File: config.mk
export PLATFORM = sky130hd
export DESIGN_NAME = clk_park_bank
export DESIGN_NICKNAME = d
export VERILOG_FILES = /design/src/rtl/clk_park_bank.sv
export SDC_FILE = /design/constraint.sdc
export NUM_CORES = 1
export LEC_CHECK = 0
export ABC_AREA = 1
export ABC_CLOCK_PERIOD_IN_PS = 3300
export BUFFER_PORTS_ARGS = -buffer_cell sky130_fd_sc_hd__buf_2
export CAP_MARGIN = 25
export CORE_MARGIN = 2
export CORE_UTILIZATION = 45
export DETAILED_ROUTE_END_ITERATION = 12
export GPL_TIMING_DRIVEN = 1
export PLACE_DENSITY = 0.73
export SYNTH_ARGS = -nofsm -noshare
export SYNTH_HDL_FRONTEND = slang
export SYNTH_SLANG_ARGS = --single-unit
File: constraint.sdc
create_clock -name clk -period 3.3 [get_ports clk]
set_input_delay 0.165 -clock clk [delete_from_list [all_inputs] [get_ports clk]]
set_output_delay 0.165 -clock clk [all_outputs]
set_load 0.05 [all_outputs]
File: src/rtl/clk_park_bank.sv
`timescale 1ns/1ps
module clk_park_bank #(
  parameter int NUM_OUT = 10,
  parameter int DIV_W   = 8,
  parameter int ADDR_W  = $clog2(NUM_OUT)
) (
  input  logic                     clk,
  input  logic                     rst_n,
  input  logic                     wr_en,
  input  logic [ADDR_W-1:0]        wr_addr,
  input  logic [7:0]               wr_data,
  input  logic [NUM_OUT-1:0]       en_req,
  input  logic [NUM_OUT*DIV_W-1:0] div_n,
  output logic [NUM_OUT-1:0]       clk_out,
  output logic [NUM_OUT-1:0]       parked
);

  for (genvar g = 0; g < NUM_OUT; g++) begin : g_out
    logic [2:0]       cfg_q, cfg_d;
    logic [DIV_W-1:0] cnt_q, cnt_d, n, half;
    logic             run_q, run_d, out_q, sync_d, lvl_d, wrap;

    assign n      = div_n[g*DIV_W +: DIV_W];
    assign half   = n >> 1;
    assign cfg_d  = (wr_en && wr_addr == ADDR_W'(g)) ? wr_data[5:3] : cfg_q;
    assign sync_d = cfg_d[0];
    assign lvl_d  = (cfg_d[2:1] == 2'b01);
    assign wrap   = (cnt_q >= n - DIV_W'(1));
    assign cnt_d  = wrap ? '0 : cnt_q + DIV_W'(1);

    always_comb begin
      if (run_q) run_d = en_req[g] || (sync_d && cnt_d != '0);
      else       run_d = en_req[g] && cnt_d == '0;
    end

    always_ff @(posedge clk) begin
      if (!rst_n) begin
        cfg_q <= '0;
        cnt_q <= '0;
        run_q <= 1'b0;
        out_q <= 1'b0;
      end else begin
        cfg_q <= cfg_d;
        cnt_q <= cnt_d;
        run_q <= run_d;
        out_q <= run_d ? (cnt_d < half) : lvl_d;
      end
    end

    assign clk_out[g] = out_q;
    assign parked[g]  = ~run_q;

    AST_DIV_MIN: assert property (@(posedge clk) disable iff (!rst_n)
      n >= DIV_W'(2));
    AST_HIGH_AT_START: assert property (@(posedge clk) disable iff (!rst_n)
      (run_q && cnt_q == '0) |-> clk_out[g]);
    AST_IMM_PARK: assert property (@(posedge clk) disable iff (!rst_n)
      (run_q && !en_req[g] && !sync_d) |=> parked[g]);
    AST_SYNC_END: assert property (@(posedge clk) disable iff (!rst_n)
      ($fell(run_q) && $past(sync_d)) |-> cnt_q == '0);
    AST_PARK_LVL: assert property (@(posedge clk) disable iff (!rst_n)
      !run_q |-> clk_out[g] == (cfg_q[2:1] == 2'b01));
    AST_REN_ALIGN: assert property (@(posedge clk) disable iff (!rst_n)
      $rose(run_q) |-> cnt_q == '0);
    AST_HOLD_RUN: assert property (@(posedge clk) disable iff (!rst_n)
      (run_q && en_req[g]) |=> !parked[g]);
  end

endmodule

==> metrics.txt, run 1 <==
# IOs=125; routed len/inst=11.17 um; Root Buffer=clkbuf_16; synth cell count leaders=nand2_1 (515), inv_1 (368), nor2_1 (203), ha_1 (160), dfxtp_1 (130); endpoints failing setup=0; Reg-to-Reg End=g_out[8].out_q; status=finished clean; Slew @ Worst Pin=689.0 ps; Seq cells post-synth=130; Final #Nets=2278; RSZ-0062 raised after global routing=no; worst r2r src=g_out[8].cnt_q[0]; crit start category=input pin; Post-synth EDFFs=0; first-pass GRT wire length=44.17 mm; min-delay src=en_req[1]; Max rail drop VDD=0.0002678 V; Die H=165.3 um; Mapped Avg Cell Area=6.184 um^2; critical path arrival=2940 ps; Hold Path Sink=g_out[1].run_q; initial antenna violation count=4; die area=0.02732 mm^2; DR vias=11260; Post-CTS Resized=0; PD cells=338.1 mW/mm^2; Post-DRT Antenna Nets=0; Die Wd=165.3 um; Max-cap violations=0; most frequent cell after synthesis=nand2_1; CP max FO=7; Total GRT Usage=19.60%; FF-to-FF path depth=16; Max Root-Sink Buffers=2; area fraction of the dominant cell type after synthesis=22.23%; RD Place Congestion=0.8695; HPWL Detailed=21.45 mm; Synth area leaders=dfxtp_1 (22%), ha_1 (17%), nand2_1 (17%); Setup Skew=11.07 ps; first drt pass iteration count=5; DRT iter0 DRCs=519; FMAX=0.3876 GHz; Seq/Total Area, Yosys=22.23%; final WL=26.43 mm; largest area contributor in the netlist=dfxtp_1; Period Utilization, post-route=78.17%; Sum Neg Setup Slack=0 ps; Final Max Slew Viols=0; Residual DRC=0; worst setup path category=in -> reg; Tmin final=2580 ps; clk slew on worst S/H paths=60 ps; P_leak=8.142 nW; pin count of the biggest net entering global routing=43; syn nets=2158; detailed-route vias per instance=4.761; Slew headroom=54.02%; setup slack, reg-to-reg=840 ps; CTS tree=yes; CP Data Required Time=3660 ps; GRT overflow=0; CP Capture Type=flip-flop; setup bufs post-CTS=0; Layout Utilization=51.23%; fillcell total=2614; Tot Pwr=4.462 mW; Hold Crit Class=in -> reg; Initial Util=45.44%; vias in the first global route=10210; Cell variety after synth=32; input/output buffers=119; TritonCTS Buffers=17; hold_buf cts=0; ys async rst share=0%; Mapped Cells=1893; Ys Warns=0; share of layout cells above drive strength 1=10.52%; most used flip-flop cell after synthesis=dfxtp_1; # rows=59; Skew-Pair Late Insertion Delay=410 ps; CTS Sinks=130; Final Hold Viols=0; core box area=0.02576 mm^2; Area Overhead vs Synth=12.75%; htree depth=4; synthesized cell area=0.01171 mm^2; hold depth=5
[worst max-delay path, cell delays in order]
cell and delay (ps):
buf_2 100, inv_1 100, ha_1 200, nand3_1 120
nor3_1 190, xor2_1 160, inv_1 60, ha_1 280
nand2_1 50, nor2_1 140, nand2_1 160, nand3_1 180
inv_1 60, ha_1 290, a21o_1 170, a221oi_1 280
nand2_1 80, nand2_1 60, nand2_1 50, inv_1 40
[sequential cells by signal, indices dropped and copies added, names as in the netlist]
name         cells
g_out.run_q     10
g_out.cnt_q     80
g_out.out_q     10
g_out.cfg_q     30
[area by class of cell]
cell class / count / area (um^2) / area share (%)
Tap cell: 335 / 419.2 / 3.176
Sequential cell: 130 / 2603 / 19.72
Inverter: 414 / 1555 / 11.78
Antenna cell: 5 / 12.51 / 0.09480
Timing Repair Buffer: 123 / 625.6 / 4.740
Clock inverter: 10 / 85.08 / 0.6446
Clock buffer: 21 / 470.5 / 3.564
Multi-Input combinational cell: 1327 / 7428 / 56.28
[cells in the final DEF (no fill, tap or decap), types with 2 or more instances in the layout]
cell and count:
a21o_1 3, a21oi_1 74, a221oi_1 3, and3_1 15, buf_2 119, buf_4 4, clkbuf_16 17, clkbuf_8 3
clkinv_1 7, clkinv_2 6, clkinvlp_4 4, dfxtp_1 130, diode_2 5, ha_1 160, inv_1 368, inv_2 38
nand2_1 515, nand2_2 6, nand3_1 113, nand3_2 5, nand4_1 25, nor2_1 203, nor2_2 6, nor2_4 2
nor3_1 38, o211ai_1 6, o21a_1 3, o21ai_0 31, o21ai_1 23, o21bai_1 16, or2_1 3, xnor2_1 10
xor2_1 64
[metrics by stage]
stage	hold WS [ps]	std cells	cell area [um^2]	setup WS [ps]
5_1_grt	95.93	2362	13190	416.0
3_5_place_dp	463.1	2329	12630	288.1
2_1_floorplan	320.2	1893	11710	665.1
4_1_cts	59.18	2360	13190	710.9
6_report	77.62	2365	13200	720.3
3_3_place_gp	455.3	2329	12630	326.3
[how the worst max path moves through the flow]
stage                                 to  slack, ps  depth (start not counted)  startpoint
final                     g_out[9].out_q        720                         20   div_n[72]
after CTS                 g_out[4].out_q        710                         25   div_n[32]
after global routing      g_out[4].out_q        420                         25   div_n[32]
after global placement    g_out[4].out_q        330                         25   div_n[32]
after floorplan           g_out[2].out_q        670                         19   div_n[16]
after detailed placement  g_out[4].out_q        290                         25   div_n[32]
[metal layers]
| layer | GRT usage [%] | up-vias | wire length (um) |
|---|---|---|---|
| met1 | 25.56 | 4913 | 12740 |
| met5 | 0 | - | 0 |
| met4 | 4.663 | 0 | 295 |
| met3 | 3.621 | 21 | 1236 |
| met2 | 33.54 | 210 | 12150 |
| li1 | - | 6116 | - |
[report_power, final]
group	switching (mW)	leakage (nW)	internal [mW]
registers	0.0544	1.06	1.63
clock network	0.694	0.267	1.08
logic	0.629	6.82	0.369
total	1.38	8.14	3.08
[cells by family (layout without fill, tap and decap cells)]
logic type	Yosys count	in the layout	share of synthesized area [%]
buffers and inverters	436	568	14.31
AO/OA/AOI/OAI	159	159	7.493
AND/OR/NAND/NOR	934	934	33.33
other	0	5	0
XOR/XNOR	74	74	5.537
flip-flops	130	130	22.23
adder cells (fa/ha/maj)	160	160	17.10
Note: power is estimated with default switching activity, not from simulation.
==> run 2, diff against run 1 <==
--- a/config.mk
+++ b/config.mk
@@ -6,7 +6,7 @@
 export NUM_CORES = 1
 export LEC_CHECK = 0
 export ABC_AREA = 1
-export ABC_CLOCK_PERIOD_IN_PS = 3300
+export ABC_CLOCK_PERIOD_IN_PS = 2600
 export BUFFER_PORTS_ARGS = -buffer_cell sky130_fd_sc_hd__buf_2
 export CAP_MARGIN = 25
 export CORE_MARGIN = 2
==> constraint.sdc (replaced) <==
create_clock -name clk -period 2.6 [get_ports clk]
set_input_delay 0.13 -clock clk [delete_from_list [all_inputs] [get_ports clk]]
set_output_delay 0.13 -clock clk [all_outputs]
set_load 0.05 [all_outputs]
==> metrics.txt, run 2 (synthesis results as in run 1) <==
input/output buffers=119 (unchanged); Root Buffer=clkbuf_16 (unchanged); CP Data Required Time=2960 ps (was 3660 ps); htree depth=4 (unchanged); Period Utilization, post-route=91.60%; die area=0.02732 mm^2 (unchanged); detailed-route vias per instance=4.728 (was 4.761); Area Overhead vs Synth=22.56% (was 12.75%); hold depth=5 (unchanged); commonest non-fill, non-tap cell in the layout=nand2_1 (unchanged); Largest delay share family, worst path=simple AND/OR/NAND/NOR gates (unchanged); first drt pass iteration count=7 (was 5); share of layout cells above drive strength 1=16.74% (was 10.52%); setup slack, reg-to-reg=220 ps (was 840 ps); Clk pwr share=42.0% (was 39.8%); max FFs per register=80 (unchanged); Hold WS=54.50 ps (was 77.62 ps); Crit path largest cell delay=430 ps (was 290 ps); status=finished clean (unchanged); DRT iter0 DRCs=555 (was 519); hold_buf cts=0 (unchanged); HPWL Detailed=22.78 mm (was 21.45 mm); first-pass GRT wire length=46.55 mm (was 44.17 mm); dpl cell area=0.01366 mm^2 (was 0.01263 mm^2); Post-DRT Antenna Nets=0 (unchanged); core box area=0.02576 mm^2 (unchanged); CTS Sinks=130 (unchanged); Die Wd=165.3 um (unchanged); worst setup path category=reg -> reg (was in -> reg); PD cells=425.0 mW/mm^2 (was 338.1 mW/mm^2); Worst Path Buf+Inv=3 (was 5); final WL=27.63 mm (was 26.43 mm); Setup Skew=7.502 ps (was 11.07 ps); most frequent cells in the layout=nand2_1 (513), inv_1 (368), nor2_1 (202) (was nand2_1 (515), inv_1 (368), nor2_1 (203)); RD Place Congestion=0.8872 (was 0.8695); Final Max Slew Viols=0 (unchanged); worst r2r src=g_out[2].cnt_q[0] (was g_out[8].cnt_q[0]); FMAX=0.4199 GHz; Reg-to-Reg End=g_out[2].out_q (was g_out[8].out_q); pin count of the biggest net entering global routing=37 (was 43); CP max FO=5 (was 7); final non-filler cell area=0.01435 mm^2 (was 0.01320 mm^2); # rows=59 (unchanged); Regs by FF count=g_out.cnt_q x80, g_out.cfg_q x30 (unchanged); Max rail drop VDD=0.0003742 V (was 0.0002678 V); Max Root-Sink Buffers=2 (unchanged); Total GRT Usage=20.62% (was 19.60%); fillcell total=2451 (was 2614); Slew headroom=73.77% (was 54.02%); min-delay src=en_req[6] (was en_req[1]); Final #Nets=2414 (was 2278); clk slew on worst S/H paths=60 ps (about the same); Worst Slack Setup Final=218.5 ps (was 720.3 ps); crit-path most repeated cell=nand2_1 (unchanged); internal power consumption=4.292 mW (was 3.085 mW); endpoints failing setup=0 (unchanged); Residual DRC=0 (unchanged); Final Hold Viols=0 (unchanged); # IOs=125 (unchanged); routed len/inst=11.05 um (was 11.17 um); P_leak=8.824 nW (was 8.142 nW); CP Capture Type=flip-flop (unchanged); Tot Pwr=6.097 mW (was 4.462 mW); Skew-Pair Late Insertion Delay=410 ps (about the same); CTS tree=yes (unchanged); vias in the first global route=10830 (was 10210); TritonCTS Buffers=17 (unchanged); Critical Path Slowest Stage Cell=dfxtp_1 (was ha_1); Sequential Power Share=35.1% (was 37.8%); switch share=29.61% (was 30.86%); CP Cell Sequence=inv_2 -> ha_1 -> nand2_1 -> nor2_1 -> nor2_1 -> nand2_1 -> nand2_2 -> nand3_1 -> inv_1 -> ha_1 -> a21o_1 -> a221oi_1 -> nand2_1 -> nand2_1 -> nand2_1 -> inv_1 (was buf_2 -> inv_1 -> ha_1 -> nand3_1 -> nor3_1 -> xor2_1 -> inv_1 -> ha_1 -> nand2_1 -> nor2_1 -> nand2_1 -> nand3_1 -> inv_1 -> ha_1 -> a21o_1 -> a221oi_1 -> nand2_1 -> nand2_1 -> nand2_1 -> inv_1); P_sw=1.805 mW (was 1.377 mW); Reg with most FFs=g_out.cnt_q (unchanged); Comb pwr share=22.8% (was 22.4%); DR vias=11820 (was 11260); Initial Util=45.44% (unchanged); Hold Crit Class=in -> reg (unchanged); Die H=165.3 um (unchanged); Slew @ Worst Pin=393.5 ps (was 689.0 ps); Hold Path Sink=g_out[6].out_q (was g_out[1].run_q); placed insts=2465 (was 2329); Place WS=-178.1 ps (was 288.1 ps); GRT overflow=0 (unchanged); crit start category=flip-flop (was input pin); Max-cap violations=0 (unchanged); Post-Layout Cell Count=2500 (was 2365); critical path arrival=2750 ps (was 2940 ps); FF-to-FF path depth=16 (unchanged); initial antenna violation count=3 (was 4); Tmin final=2381 ps; RSZ-0062 raised after global routing=no (unchanged)
## run 2: changes by cell type in the layout (fill, tap and decap cells not counted), moves of 2 or more
cell        before  now
buf_4            4  139
bufinv_16        1    4
clkinv_4         0    3
clkinvlp_4       4    1
diode_2          5    3
nand2_1        515  513
nand2_2          6    8
nor3_1          38   33
nor3_2           1    6
## run 2: area by class of cell
type                            count  area [um^2]  share of cell area (%)
Clock inverter                     13        182.7                   1.273
Inverter                          414         1555                   10.84
Clock buffer                       19        452.9                   3.157
Sequential cell                   130         2604                   18.15
Antenna cell                        3        7.507                 0.05232
Tap cell                          335        419.2                   2.921
Timing Repair Buffer              259         1659                   11.56
Multi-Input combinational cell   1327         7467                   52.05
## run 2: power by group through the flow
stage	combinational, mW	sequential [mW]	clock [mW]
global placement	1.34	2.18	0
floorplan	0.943	2.16	0
finish	1.39	2.14	2.56
global route	1.61	2.15	2.72
detailed placement	1.39	2.18	0
CTS	1.40	2.14	2.63
## run 2: tightest hold or removal path, delay by kind of cell
family | cells | cell delay [ps]
buf+inv | 2 | 100
simple gates | 3 | 200
## run 2: metrics by stage
stage               util, %  setup TNS (ps)
detailed placement    53.04           -1223
global route          55.67               0
CTS                   55.50               0
floorplan                 -               0
finish                55.69               0
global placement      53.04          -560.4
## run 2: how the worst max path moves through the flow
| stage | start | endpoint | cells after the start |
|---|---|---|---|
| finish | g_out[2].cnt_q[0] | g_out[2].out_q | 16 |
| global route | div_n[32] | g_out[4].out_q | 25 |
| CTS | g_out[2].cnt_q[0] | g_out[2].out_q | 16 |
| detailed placement | div_n[24] | g_out[3].out_q | 20 |
| global placement | div_n[72] | g_out[9].out_q | 20 |
| floorplan | div_n[16] | g_out[2].out_q | 19 |
## run 2: metal layers
metal	up-vias	global-route usage, %	share of wire, %
met2	190	35.89	47
met5	-	0	0
met3	17	3.047	4.1
met4	0	4.859	1.0
li1	6384	-	-
met1	5228	26.87	48
## run 2: what timing repair did
action,CTS,global route
buffers inserted,0,0
resized for setup,0,11
setup endpoints to repair,0,5
==> run 3, diff against run 2 <==
--- a/config.mk
+++ b/config.mk
@@ -6,14 +6,14 @@
 export NUM_CORES = 1
 export LEC_CHECK = 0
 export ABC_AREA = 1
-export ABC_CLOCK_PERIOD_IN_PS = 2600
+export ABC_CLOCK_PERIOD_IN_PS = 2000
 export BUFFER_PORTS_ARGS = -buffer_cell sky130_fd_sc_hd__buf_2
 export CAP_MARGIN = 25
 export CORE_MARGIN = 2
 export CORE_UTILIZATION = 45
 export DETAILED_ROUTE_END_ITERATION = 12
 export GPL_TIMING_DRIVEN = 1
-export PLACE_DENSITY = 0.73
+export PLACE_DENSITY = 0.75
 export SYNTH_ARGS = -nofsm -noshare
 export SYNTH_HDL_FRONTEND = slang
 export SYNTH_SLANG_ARGS = --single-unit
==> constraint.sdc (replaced) <==
create_clock -name clk -period 2 [get_ports clk]
set_input_delay 0.1 -clock clk [delete_from_list [all_inputs] [get_ports clk]]
set_output_delay 0.1 -clock clk [all_outputs]
set_load 0.05 [all_outputs]
==> metrics.txt, run 3 (synthesis results as in run 1) <==
status=complete, but fails checks (was finished clean); failing checks=negative setup slack; routed len/inst=15.12 um (was 11.05 um); Root Buffer=clkbuf_16 (unchanged); clk slew on worst S/H paths=60 ps (about the same); Hold Path Sink=g_out[0].cfg_q[1] (was g_out[6].out_q); pin count of the biggest net entering global routing=60 (was 37); CTS tree=yes (unchanged); commonest non-fill, non-tap cell in the layout=nand2_1 (unchanged); Sum Neg Setup Slack=-2877 ps (was 0 ps); hold_buf cts=0 (unchanged); Total GRT Usage=25.00% (was 20.62%); final WL=41.30 mm (was 27.63 mm); RD Place Congestion=0.8722 (was 0.8872); share of layout cells above drive strength 1=42.70% (was 16.74%); Reg with most FFs=g_out.cnt_q (unchanged); switch share=32.01% (was 29.61%); Setup Skew=12.40 ps (was 7.502 ps); Tmin final=2410 ps; FMAX=0.4149 GHz; Final #Nets=2648 (was 2414); FF-to-FF path depth=17 (was 16); Clk pwr share=36.7% (was 42.0%); Regs by FF count=g_out.cnt_q x80, g_out.cfg_q x30 (unchanged); # IOs=125 (unchanged); Skew-Pair Late Insertion Delay=420 ps (was 410 ps); Reg-to-Reg End=g_out[1].out_q (was g_out[2].out_q); Hold WS=30.27 ps (was 54.50 ps); Worst Slack Setup Final=-410.1 ps (was 218.5 ps); internal power consumption=6.312 mW (was 4.292 mW); Comb pwr share=33.4% (was 22.8%); hold depth=3 (was 5); Residual DRC=0 (unchanged); first-pass GRT wire length=56.44 mm (was 46.55 mm); PD cells=481.7 mW/mm^2 (was 425.0 mW/mm^2); CTS Sinks=130 (unchanged); Slew headroom=67.62% (was 73.77%); htree depth=4 (unchanged); detailed-route vias per instance=5.163 (was 4.728); Slew @ Worst Pin=484.0 ps (was 393.5 ps); Layout Utilization=74.81% (was 55.69%); CP Data Required Time=2370 ps (was 2960 ps); core box area=0.02576 mm^2 (unchanged); CP Capture Type=flip-flop (unchanged); min-delay src=wr_data[4] (was en_req[6]); Die Wd=165.3 um (unchanged); worst r2r src=g_out[1].cnt_q[0] (was g_out[2].cnt_q[0]); crit start category=input pin (was flip-flop); DRT iter0 DRCs=907 (was 555); P_leak=10.34 nW (was 8.824 nW); max FFs per register=80 (unchanged); Initial Util=45.44% (unchanged); Final Max Slew Viols=0 (unchanged); RSZ-0062 raised after global routing=yes (was no); Max rail drop VDD=0.0004194 V (was 0.0003742 V); HPWL Detailed=25.02 mm (was 22.78 mm); CP max FO=6 (was 5); worst setup path category=in -> reg (was reg -> reg); Hold Crit Class=in -> reg (unchanged); Area Overhead vs Synth=64.64% (was 22.56%); setup slack, reg-to-reg=-300 ps (was 220 ps); critical path arrival=2780 ps (was 2750 ps); Tot Pwr=9.284 mW (was 6.097 mW); die area=0.02732 mm^2 (unchanged); # rows=59 (unchanged); Max Root-Sink Buffers=2 (unchanged); Final Hold Viols=0 (unchanged); endpoints failing setup=15 (was 0); Post-DRT Antenna Nets=0 (unchanged); Max-cap violations=0 (unchanged); P_sw=2.972 mW (was 1.805 mW); placed insts=2641 (was 2465); DR vias=14110 (was 11820); Post-Layout Cell Count=2732 (was 2500); initial antenna violation count=1 (was 3); first drt pass iteration count=6 (was 7); vias in the first global route=13100 (was 10830); TritonCTS Buffers=17 (unchanged); most frequent cells in the layout=nand2_1 (421), buf_4 (345), inv_1 (297) (was nand2_1 (513), inv_1 (368), nor2_1 (202)); Sequential Power Share=29.9% (was 35.1%); input/output buffers=119 (unchanged); GRT overflow=0 (unchanged); Period Utilization, post-route=120.5%; Die H=165.3 um (unchanged)
==> run 3: power groups by stage <==
stage	Clock, mW	Combinational [mW]	Sequential [mW]
finish	3.41	3.10	2.77
CTS	3.42	2.46	2.76
global route	3.53	3.36	2.78
detailed placement	0	2.23	2.80
floorplan	0	1.30	2.81
global placement	0	2.14	2.80
==> run 3: worst max-delay path: stages <==
cell and delay [ps]:
buf_2 120, nor2_1 150, nand4_1 140, nor3_2 220, xor2_1 270, ha_1 350, a21oi_2 160, nand2_2 90
inv_4 120, nand3_2 100, inv_1 110, ha_4 210, a21o_1 160, a221oi_2 260, nand2_1 70, nand2_1 60
nand2_1 60, inv_1 50
==> run 3: area by class of cell <==
cell class	instances	area, um^2
clock buffers	23	488.0
well taps	335	419.2
multi-input cells	1327	9926
diodes	1	2.502
inverters	414	1843
flip-flops and latches	130	2641
repair buffers	493	3802
clock inverters	9	151.4
fillers	1629	6490
==> run 3: per-stage QoR <==
step                setup WS, ps  area [um^2]
floorplan                 -312.9        12280
global placement          -607.1        15550
detailed placement        -750.1        15550
CTS                       -174.1        17350
global route              -546.2        19270
finish                    -410.1        19270
==> run 3: worst max-delay path by stage <==
stage | from | end | cells past startpoint
5_1_grt | div_n[66] | g_out[8].out_q | 21
3_5_place_dp | div_n[73] | g_out[9].out_q | 20
6_report | div_n[66] | g_out[8].out_q | 18
4_1_cts | g_out[2].cnt_q[0] | g_out[2].out_q | 16
3_3_place_gp | div_n[33] | g_out[4].out_q | 25
2_1_floorplan | div_n[72] | g_out[9].out_q | 19
==> run 3: timing repair <==
action	4_1_cts	5_1_grt
setup buffers	30	29
gates resized for setup	200	377
pin swaps	181	254
endpoints found under the setup margin	17	20
==> run 3: routing by layer <==
layer	share of wire (%)	vias to the layer above	GRT usage, %	wire length, um
li1	-	6869	-	-
met1	38	6530	28.99	15600
met2	53	539	46.82	21790
met3	5.1	167	2.697	2124
met4	4.3	0	9.835	1790
met5	0	-	0	0
